===== src/rtl/tcu_pkg.sv =====
package tcu_pkg;

    localparam int BYTE_W = 8;
    localparam int PRE_W  = 5;
    localparam int CASC_W = 2 * BYTE_W;
    localparam int LANES  = 2;

    localparam logic [PRE_W-1:0]  PRE_MAX  = '1;
    localparam logic [BYTE_W-1:0] BYTE_MAX = '1;

    typedef enum logic [1:0] {
        TM_PRE13  = 2'b00,
        TM_CASC16 = 2'b01,
        TM_RSVD2  = 2'b10,
        TM_RSVD3  = 2'b11
    } tcu_mode_e;

    typedef struct packed {
        logic [BYTE_W-1:0] hi;
        logic [BYTE_W-1:0] lo;
    } tcu_count_t;

    typedef struct packed {
        tcu_count_t count;
        logic       wrap;
    } tcu_step_t;

    typedef struct packed {
        logic run;
        logic gate_en;
        logic gate_pin;
        logic ext_sel;
    } tcu_ctl_t;

    function automatic tcu_step_t tcu_advance(tcu_count_t cur, tcu_mode_e m);
        tcu_step_t          s;
        logic [PRE_W-1:0]   pre;
        logic [BYTE_W:0]    hi_sum;
        logic [CASC_W:0]    full_sum;
        s.count  = cur;
        s.wrap   = 1'b0;
        pre      = cur.lo[PRE_W-1:0];
        hi_sum   = {1'b0, cur.hi} + (BYTE_W+1)'(1);
        full_sum = {1'b0, cur.hi, cur.lo} + (CASC_W+1)'(1);
        case (m)
            TM_PRE13: begin
                s.count.lo[PRE_W-1:0] = pre + PRE_W'(1);
                if (pre == PRE_MAX) begin
                    s.count.hi = hi_sum[BYTE_W-1:0];
                    s.wrap     = hi_sum[BYTE_W];
                end
            end
            TM_CASC16: begin
                {s.count.hi, s.count.lo} = full_sum[CASC_W-1:0];
                s.wrap                   = full_sum[CASC_W];
            end
            default: ;
        endcase
        return s;
    endfunction

endpackage


===== src/rtl/tcu_edge_sampler.sv =====
module tcu_edge_sampler (
    input  logic clk,
    input  logic rst,
    input  logic pin,
    output logic fall
);
    logic samp_q;

    always_ff @(posedge clk) begin
        if (rst) samp_q <= 1'b0;
        else     samp_q <= pin;
    end

    assign fall = samp_q & ~pin;

    AST_FALL_SPACED: assert property (@(posedge clk) disable iff (rst)
        fall |=> !fall);
    AST_FALL_AFTER_HIGH: assert property (@(posedge clk) disable iff (rst)
        fall |-> ($past(pin) && !$past(rst)));

endmodule


===== src/rtl/tcu_run_gate.sv =====
module tcu_run_gate
    import tcu_pkg::*;
(
    input  tcu_ctl_t ctl,
    input  logic     fall,
    output logic     tick
);
    logic enabled;
    logic source_evt;

    assign enabled    = ctl.run & (~ctl.gate_en | ctl.gate_pin);
    assign source_evt = ctl.ext_sel ? fall : 1'b1;
    assign tick       = enabled & source_evt;

endmodule


===== src/rtl/tcu_count_core.sv =====
module tcu_count_core
    import tcu_pkg::*;
(
    input  logic                  clk,
    input  logic                  rst,
    input  logic                  tick,
    input  tcu_mode_e             mode,
    input  logic [LANES-1:0]      wr_v,
    input  logic [CASC_W-1:0]     wr_data,
    input  logic                  ovf_clr,
    output tcu_count_t            count,
    output logic                  ovf
);
    tcu_count_t        cnt_q;
    tcu_count_t        cnt_nxt;
    tcu_step_t         step;
    logic              advance_en;
    logic              ovf_q;
    logic [CASC_W-1:0] cur_flat;
    logic [CASC_W-1:0] adv_flat;
    logic [CASC_W-1:0] nxt_flat;

    assign step       = tcu_advance(cnt_q, mode);
    assign advance_en = tick & ~(|wr_v);
    assign cur_flat   = {cnt_q.hi, cnt_q.lo};
    assign adv_flat   = {step.count.hi, step.count.lo};

    for (genvar g = 0; g < LANES; g++) begin : g_lane
        assign nxt_flat[g*BYTE_W +: BYTE_W] =
            wr_v[g]    ? wr_data[g*BYTE_W +: BYTE_W] :
            advance_en ? adv_flat[g*BYTE_W +: BYTE_W] :
                         cur_flat[g*BYTE_W +: BYTE_W];
    end

    assign cnt_nxt = tcu_count_t'(nxt_flat);

    always_ff @(posedge clk) begin
        if (rst) begin
            cnt_q <= '0;
            ovf_q <= 1'b0;
        end else begin
            cnt_q <= cnt_nxt;
            ovf_q <= (advance_en & step.wrap) | (ovf_q & ~ovf_clr);
        end
    end

    assign count = cnt_q;
    assign ovf   = ovf_q;

    AST_OVF_STICKY: assert property (@(posedge clk) disable iff (rst)
        (ovf_q && !ovf_clr) |=> ovf_q);
    AST_CASC_WRAP: assert property (@(posedge clk) disable iff (rst)
        (mode == TM_CASC16 && tick && wr_v == '0 && cnt_q == '1)
            |=> (ovf_q && cnt_q == '0));
    AST_LO_LOAD: assert property (@(posedge clk) disable iff (rst)
        wr_v[0] |=> cnt_q.lo == $past(wr_data[BYTE_W-1:0]));
    AST_HI_LOAD: assert property (@(posedge clk) disable iff (rst)
        wr_v[1] |=> cnt_q.hi == $past(wr_data[CASC_W-1:BYTE_W]));
    AST_RSVD_HOLD: assert property (@(posedge clk) disable iff (rst)
        (mode[1] && wr_v == '0) |=> $stable(cnt_q));
    AST_PRE_TOP_HOLD: assert property (@(posedge clk) disable iff (rst)
        (mode == TM_PRE13 && !wr_v[0])
            |=> cnt_q.lo[BYTE_W-1:PRE_W] == $past(cnt_q.lo[BYTE_W-1:PRE_W]));

endmodule


===== src/rtl/tcu_timer_channel.sv =====
module tcu_timer_channel
    import tcu_pkg::*;
(
    input  logic              clk,
    input  logic              rst,
    input  logic              run_en,
    input  logic              gate_en,
    input  logic              ext_sel,
    input  logic [1:0]        mode,
    input  logic              evt_pin,
    input  logic              gate_pin,
    input  logic              lo_wr,
    input  logic [BYTE_W-1:0] lo_wdata,
    input  logic              hi_wr,
    input  logic [BYTE_W-1:0] hi_wdata,
    input  logic              ovf_clr,
    output logic [BYTE_W-1:0] cnt_lo,
    output logic [BYTE_W-1:0] cnt_hi,
    output logic              ovf_flag
);
    tcu_ctl_t   ctl;
    tcu_count_t count;
    logic       fall;
    logic       tick;

    assign ctl = '{run: run_en, gate_en: gate_en, gate_pin: gate_pin, ext_sel: ext_sel};

    tcu_edge_sampler u_sampler (
        .clk  (clk),
        .rst  (rst),
        .pin  (evt_pin),
        .fall (fall)
    );

    tcu_run_gate u_gate (
        .ctl  (ctl),
        .fall (fall),
        .tick (tick)
    );

    tcu_count_core u_core (
        .clk     (clk),
        .rst     (rst),
        .tick    (tick),
        .mode    (tcu_mode_e'(mode)),
        .wr_v    ({hi_wr, lo_wr}),
        .wr_data ({hi_wdata, lo_wdata}),
        .ovf_clr (ovf_clr),
        .count   (count),
        .ovf     (ovf_flag)
    );

    assign cnt_lo = count.lo;
    assign cnt_hi = count.hi;

    AST_RUN_OFF_HOLD: assert property (@(posedge clk) disable iff (rst)
        (!run_en && !lo_wr && !hi_wr) |=> $stable({cnt_hi, cnt_lo}));
    AST_GATE_CLOSED_HOLD: assert property (@(posedge clk) disable iff (rst)
        (gate_en && !gate_pin && !lo_wr && !hi_wr) |=> $stable({cnt_hi, cnt_lo}));
    AST_PIN_STEADY_HOLD: assert property (@(posedge clk) disable iff (rst)
        (ext_sel && !lo_wr && !hi_wr && $stable(evt_pin) && !$past(rst))
            |=> $stable({cnt_hi, cnt_lo}));

endmodule


===== config.mk =====
export PLATFORM = sky130hd
export DESIGN_NAME = tcu_timer_channel
export DESIGN_NICKNAME = d
export VERILOG_FILES = /design/src/rtl/tcu_pkg.sv /design/src/rtl/tcu_edge_sampler.sv /design/src/rtl/tcu_run_gate.sv /design/src/rtl/tcu_count_core.sv /design/src/rtl/tcu_timer_channel.sv
export SDC_FILE = /design/constraint.sdc
export NUM_CORES = 1
export LEC_CHECK = 0
export CAP_MARGIN = 20
export CELL_PAD_IN_SITES_DETAIL_PLACEMENT = 1
export CELL_PAD_IN_SITES_GLOBAL_PLACEMENT = 2
export CORE_MARGIN = 2
export CORE_UTILIZATION = 25
export CTS_CLUSTER_DIAMETER = 120
export DETAILED_ROUTE_END_ITERATION = 8
export GPL_TIMING_DRIVEN = 0
export PLACE_DENSITY_LB_ADDON = 0.1
export SYNTH_ARGS = -nofsm -noshare
export SYNTH_HDL_FRONTEND = slang
export SYNTH_SLANG_ARGS = --single-unit

===== constraint.sdc =====
create_clock -name clk -period 4.2 [get_ports clk]
set_clock_uncertainty 0.05 [all_clocks]
set_input_delay 0.84 -clock clk [delete_from_list [all_inputs] [get_ports clk]]
set_output_delay 0.84 -clock clk [all_outputs]
set_load 0.05 [all_outputs]

### Yosys cells after proc, flatten, opt, wreduce, memory -nomap -nowiden

Cells that the tools add are included.

* output and inout port bits: 17
* logic and storage cells: 43
* bits in registers: 18
* input port bits: 28

* multiplexer cells: 10
* reductions and logical operators: 10
* equal/unequal tests: 3
* $add $sub $neg: 3
* bitwise logic cells: 12

Operator list (count)
* $mux 8: 5
* $add 16x1->17 const B: 1
* $pmux 8 s2: 1
* $pmux 6 s2: 1
* $add 8x1->9 const B: 1
* $and 1x1->1: 6
* $reduce_bool 2->1: 3
* $reduce_bool 3->1: 2
* $add 5x1->5 const B: 1
* $eq 5x5->1 const B: 1
* $not 1->1: 4
* $reduce_and 2->1: 2
* $mux 3: 1
* $ne 3x2->1 const B: 1
* $reduce_and 3->1: 1
* $eq 2x1->1 const B: 1
* $logic_not 2->1: 1
* $mux 1: 2
* $or 1x1->1: 2
* $reduce_or 2->1: 1

### Logic depth before layout (Yosys ltp)

* word-level depth: 7
* mapped depth: 9
* mapped depth without buffers: 9

### Modules after synthesis

From an unflattened synthesis, not the netlist that was laid out.

* cells, all modules: 139
* area, all modules: 1168.6 µm²

By module, submodules not included
* tcu_count_core: sequential area each 340.3 µm², area each 1114.8 µm², cells each 133, instances 1
* tcu_edge_sampler: sequential area each 20.0 µm², area each 35.0 µm², cells each 3, instances 1
* tcu_run_gate: sequential area each 0.0 µm², area each 18.8 µm², cells each 3, instances 1

### Worst setup path before layout

OpenSTA, ideal clock, no wires.

* path type: input to register
* start point: in mode[1]
* end point: reg u_core.cnt_q, in the netlist u_core.count[15]
* stages on the path: 5
* buffers on the path: 0
* library setup time: 74 ps
* path slack: 1842 ps
* required time: 4076 ps
* data arrival time: 2234 ps
* cells stage by stage: or3b_4 a211oi_4 nand2_2 or4_1 a31oi_1

* longest elaborated chain between the ends: 4

Ends and longest elaborated chain
* start, declared: line tcu_timer_channel.sv:9 `input logic [1:0] mode,`
* $eq 2x1->1 / $logic_not 2->1 (equally long branches): line tcu_pkg.sv:45 `case (m)`
* $pmux 8 s2: line tcu_pkg.sv:45
* $mux 8: line tcu_count_core.sv:31 `advance_en ? adv_flat[g*BYTE_W +: BYTE_W] :`
* $mux 8: line tcu_count_core.sv:30 `wr_v[g] ? wr_data[g*BYTE_W +: BYTE_W] :`
* end signal, assigned: line tcu_count_core.sv:42 `cnt_q <= cnt_nxt;`
* end, declared: line tcu_count_core.sv:14 `tcu_count_t cnt_q;`

Parallel ways exist; a longest one is shown, timed or not. The select of a mux whose other input is x is not followed.
A chain may end at the register's enable or synchronous reset.

### Worst setup path after layout

* start point: in hi_wr
* end point: reg u_core.cnt_q, in the netlist u_core.count[15]

* longest elaborated chain between the ends: 5

Ends and longest elaborated chain
* start, declared: line tcu_timer_channel.sv:14 `input logic hi_wr,`
* $reduce_or 2->1: line tcu_count_core.sv:24 `assign advance_en = tick & ~(|wr_v);`
* $not 1->1: line tcu_count_core.sv:24
* $and 1x1->1: line tcu_count_core.sv:24
* $reduce_bool 2->1 (no line)
* $reduce_and 3->1 (no line)

Parallel ways exist; a longest one is shown, timed or not.

==> impl_metrics.tcl <==
set metrics [dict create \
    syn_area_per_cell_um2 8.110 \
    max_slew_margin 0.6283 \
    fillCellCount 527 \
    cts_buffers 3 \
    power_switching_mw 0.1472 \
    synth_cell_types 37 \
    start_util 0.2569 \
    path_max_fanout 6 \
    period_minus_slack_ps 2742 \
    grt_pass1_wl_um 5920 \
    hpwl_um 2814 \
    die-width_um 70.67 \
    numPortBuffers 43 \
    met2WireLength_um 1811 \
    ant_nets 0 \
    cts_root_buffer "clkbuf_8" \
    drive_gt1_frac 0.05978 \
    syn-cell-area_um2 1111 \
    grt_pass1_vias 1254 \
    hold_viol 0 \
    setup_violations 0 \
    tightest_slew_ps 557.6 \
    worstSetupPathType "input port to register" \
    vias 1213 \
    drt_wl_total_um 3601 \
    pre_cts_slack_ps 1173 \
    cts_resized 0 \
    multiInputGateArea_um2 696.9 \
    vias_per_cell 5.140 \
    cp.buffers_inverters 1 \
    postCtsHoldBufs 0 \
    initialDrtViolationCount 37 \
    grt_max_degree 11 \
    end_kind "register" \
    p_sw_frac 0.3145 \
    coreArea_um2 4324 \
    grt_util_all_layers 0.1488 \
    pwr-share-seq 0.414 \
    period_share 0.6528 \
    clk_pin_slew_ps 80 \
    combPwrFrac 0.267 \
    slew_violations 0 \
    grt_overflow_total 0 \
    wl_met1_um 1629 \
    clock_latency_ps 260 \
    top_layer_used "met4" \
    syn_to_final_growth_pct 49.55 \
    startpoint_type "input port" \
    n_antenna_cell 0 \
    die-area_um2 4994 \
    synth_nets 168 \
    cp_cell_sequence "clkdlybuf4s50_1 -> or3b_4 -> a211oi_4 -> nand2_2 -> or4_1 -> a31oi_1" \
    layout_common_cells "43 x clkdlybuf4s50_1, 18 x dfxtp_1, 9 x inv_1" \
    drv_cap 0 \
    wl_per_cell_um 15.26 \
    status "finished, final reports clean" \
    nNetsFinal 216 \
    fin_ws_ps 1458 \
    yosysTopAreaCell "dfxtp_1" \
    critical-path-top-delay-family "simple AND/OR/NAND/NOR gates" \
    synth_top_area_share 0.3243 \
    whs_ps 426.6 \
    h-tree-depth 1 \
    finalInstanceArea_um2 1662 \
    cts_buffer_depth 2 \
    tns_ps 0 \
    synth_area_leaders "dfxtp_1 32%, a31oi_1 4.5%, nor3_1 3.6%, ha_1 3.4%, nand4_1 3.4%" \
    rows 24 \
    p_leak_nw 0.5910 \
    antenna_found_initial 0 \
    synth.ff_latch_count 18 \
    wl_met3_um 143 \
    vdd_drop_max_uv 154.9 \
    slowest_stage "or4_1" \
    critPathRequiredTime_ps 4330 \
    regArea_um2 360.3 \
    clock_sink_count 18 \
    dpl_cell_area_um2 1607 \
    p_int_mw 0.3208 \
    firstDrtPassIters 4 \
    slowest_delay_ps 480 \
    crit_arrival_ps 2870 \
    yosysSeqAreaShare 0.3243 \
    ios 45 \
    syn_inst 137 \
    cts_setup_buffers 0 \
    rsz0062_at_grt "no" \
    synth_warnings 0 \
    power_density_nw_per_um2 281.7 \
    cts_tree "done" \
    fin_util 0.3843 \
    worstHoldPathType "register to register" \
    clockPowerShare 0.319 \
    drc_errors 0 \
    max_freq_mhz 364.7 \
    layout_commonest_cell "clkdlybuf4s50_1" \
    die_y_um 70.67 \
    gp_congestion 0.8326 \
]
==> cell type report <==
type / count / area share
clock buffers: 4 / 0.03313
multi-input cells: 105 / 0.4194
plain buffers: 5 / 0.01205
well taps: 52 / 0.03916
flip-flops and latches: 18 / 0.2169
repair buffers: 43 / 0.2590
inverters: 9 / 0.02033
==> metrics by stage <==
stage	instances	power [mW]
after floorplan	137	0.2663
after global placement	232	0.3211
after detailed placement	232	0.3237
after CTS	236	0.4758
after global routing	236	0.4925
final	236	0.4681
==> path summary, 6_finish.rpt <==
check             startpoint          endpoint  slack [ps]  cells after the start
max                    hi_wr  u_core.count[15]        1460                      6
min               u_core.ovf        u_core.ovf         430                      2
max reg2reg  u_core.count[2]  u_core.count[15]        2070                      5
min reg2reg       u_core.ovf        u_core.ovf         430                      2
==> cell usage after synthesis <==
cell type	count
dfxtp_1	18
inv_1	9
a31oi_1	8
nor2_1	8
nor3_1	8
a21oi_1	7
nand4_1	6
nand2_1	5
nor2b_1	5
o21ai_0	5
and2_1	4
clkbuf_1	4
nand3_1	4
o21a_1	4
a211oi_1	3
and3_1	3
ha_1	3
mux2i_1	3
nand2b_1	3
a211o_1	2
a311oi_1	2
a32oi_1	2
mux2_2	2
nor4_1	2
o211ai_1	2
or4_1	2
xnor2_1	2
xor2_1	2
a211oi_4	1
a21boi_0	1
a31o_2	1
buf_2	1
nand2_2	1
nor3b_1	1
or2_1	1
or3_1	1
or3b_4	1
==> state kept, by name (all words and copies together), names as in the netlist <==
signal,cells
u_core.ovf,1
u_sampler.samp_q,1
u_core.count,16
==> power groups by stage <==
stage                     sequential, mW  combinational (mW)  clock [mW]
after detailed placement           0.198               0.126           0
after global placement             0.197               0.124           0
final                              0.194               0.125       0.149
after CTS                          0.194               0.127       0.155
after floorplan                    0.228              0.0378           0
after global routing               0.196               0.134       0.163
==> metal layers <==
layer	up-vias	track usage
met5	-	0
met4	0	0.02516
met3	2	0.02991
met2	27	0.2757
met1	581	0.1802
li1	603	-
==> worst register-to-register path: cells and delay by family (launching register included) <==
family,cells,cell delay [ps]
AND/OR/NAND/NOR,3,1020
AO/OA/AOI/OAI,2,560
flip-flops,1,420
==> cells by family after synthesis <==
| family | count (synthesis) | share of synthesized area |
|---|---|---|
| XOR/XNOR | 4 | 0.03154 |
| adder cells (fa/ha/maj) | 3 | 0.03379 |
| AO/OA/AOI/OAI | 38 | 0.2399 |
| flip-flops | 18 | 0.3243 |
| AND/OR/NAND/NOR | 55 | 0.2748 |
| buffers and inverters | 14 | 0.04841 |
| multiplexers | 5 | 0.04730 |
No activity file was read; power rests on OpenSTA's default activity.
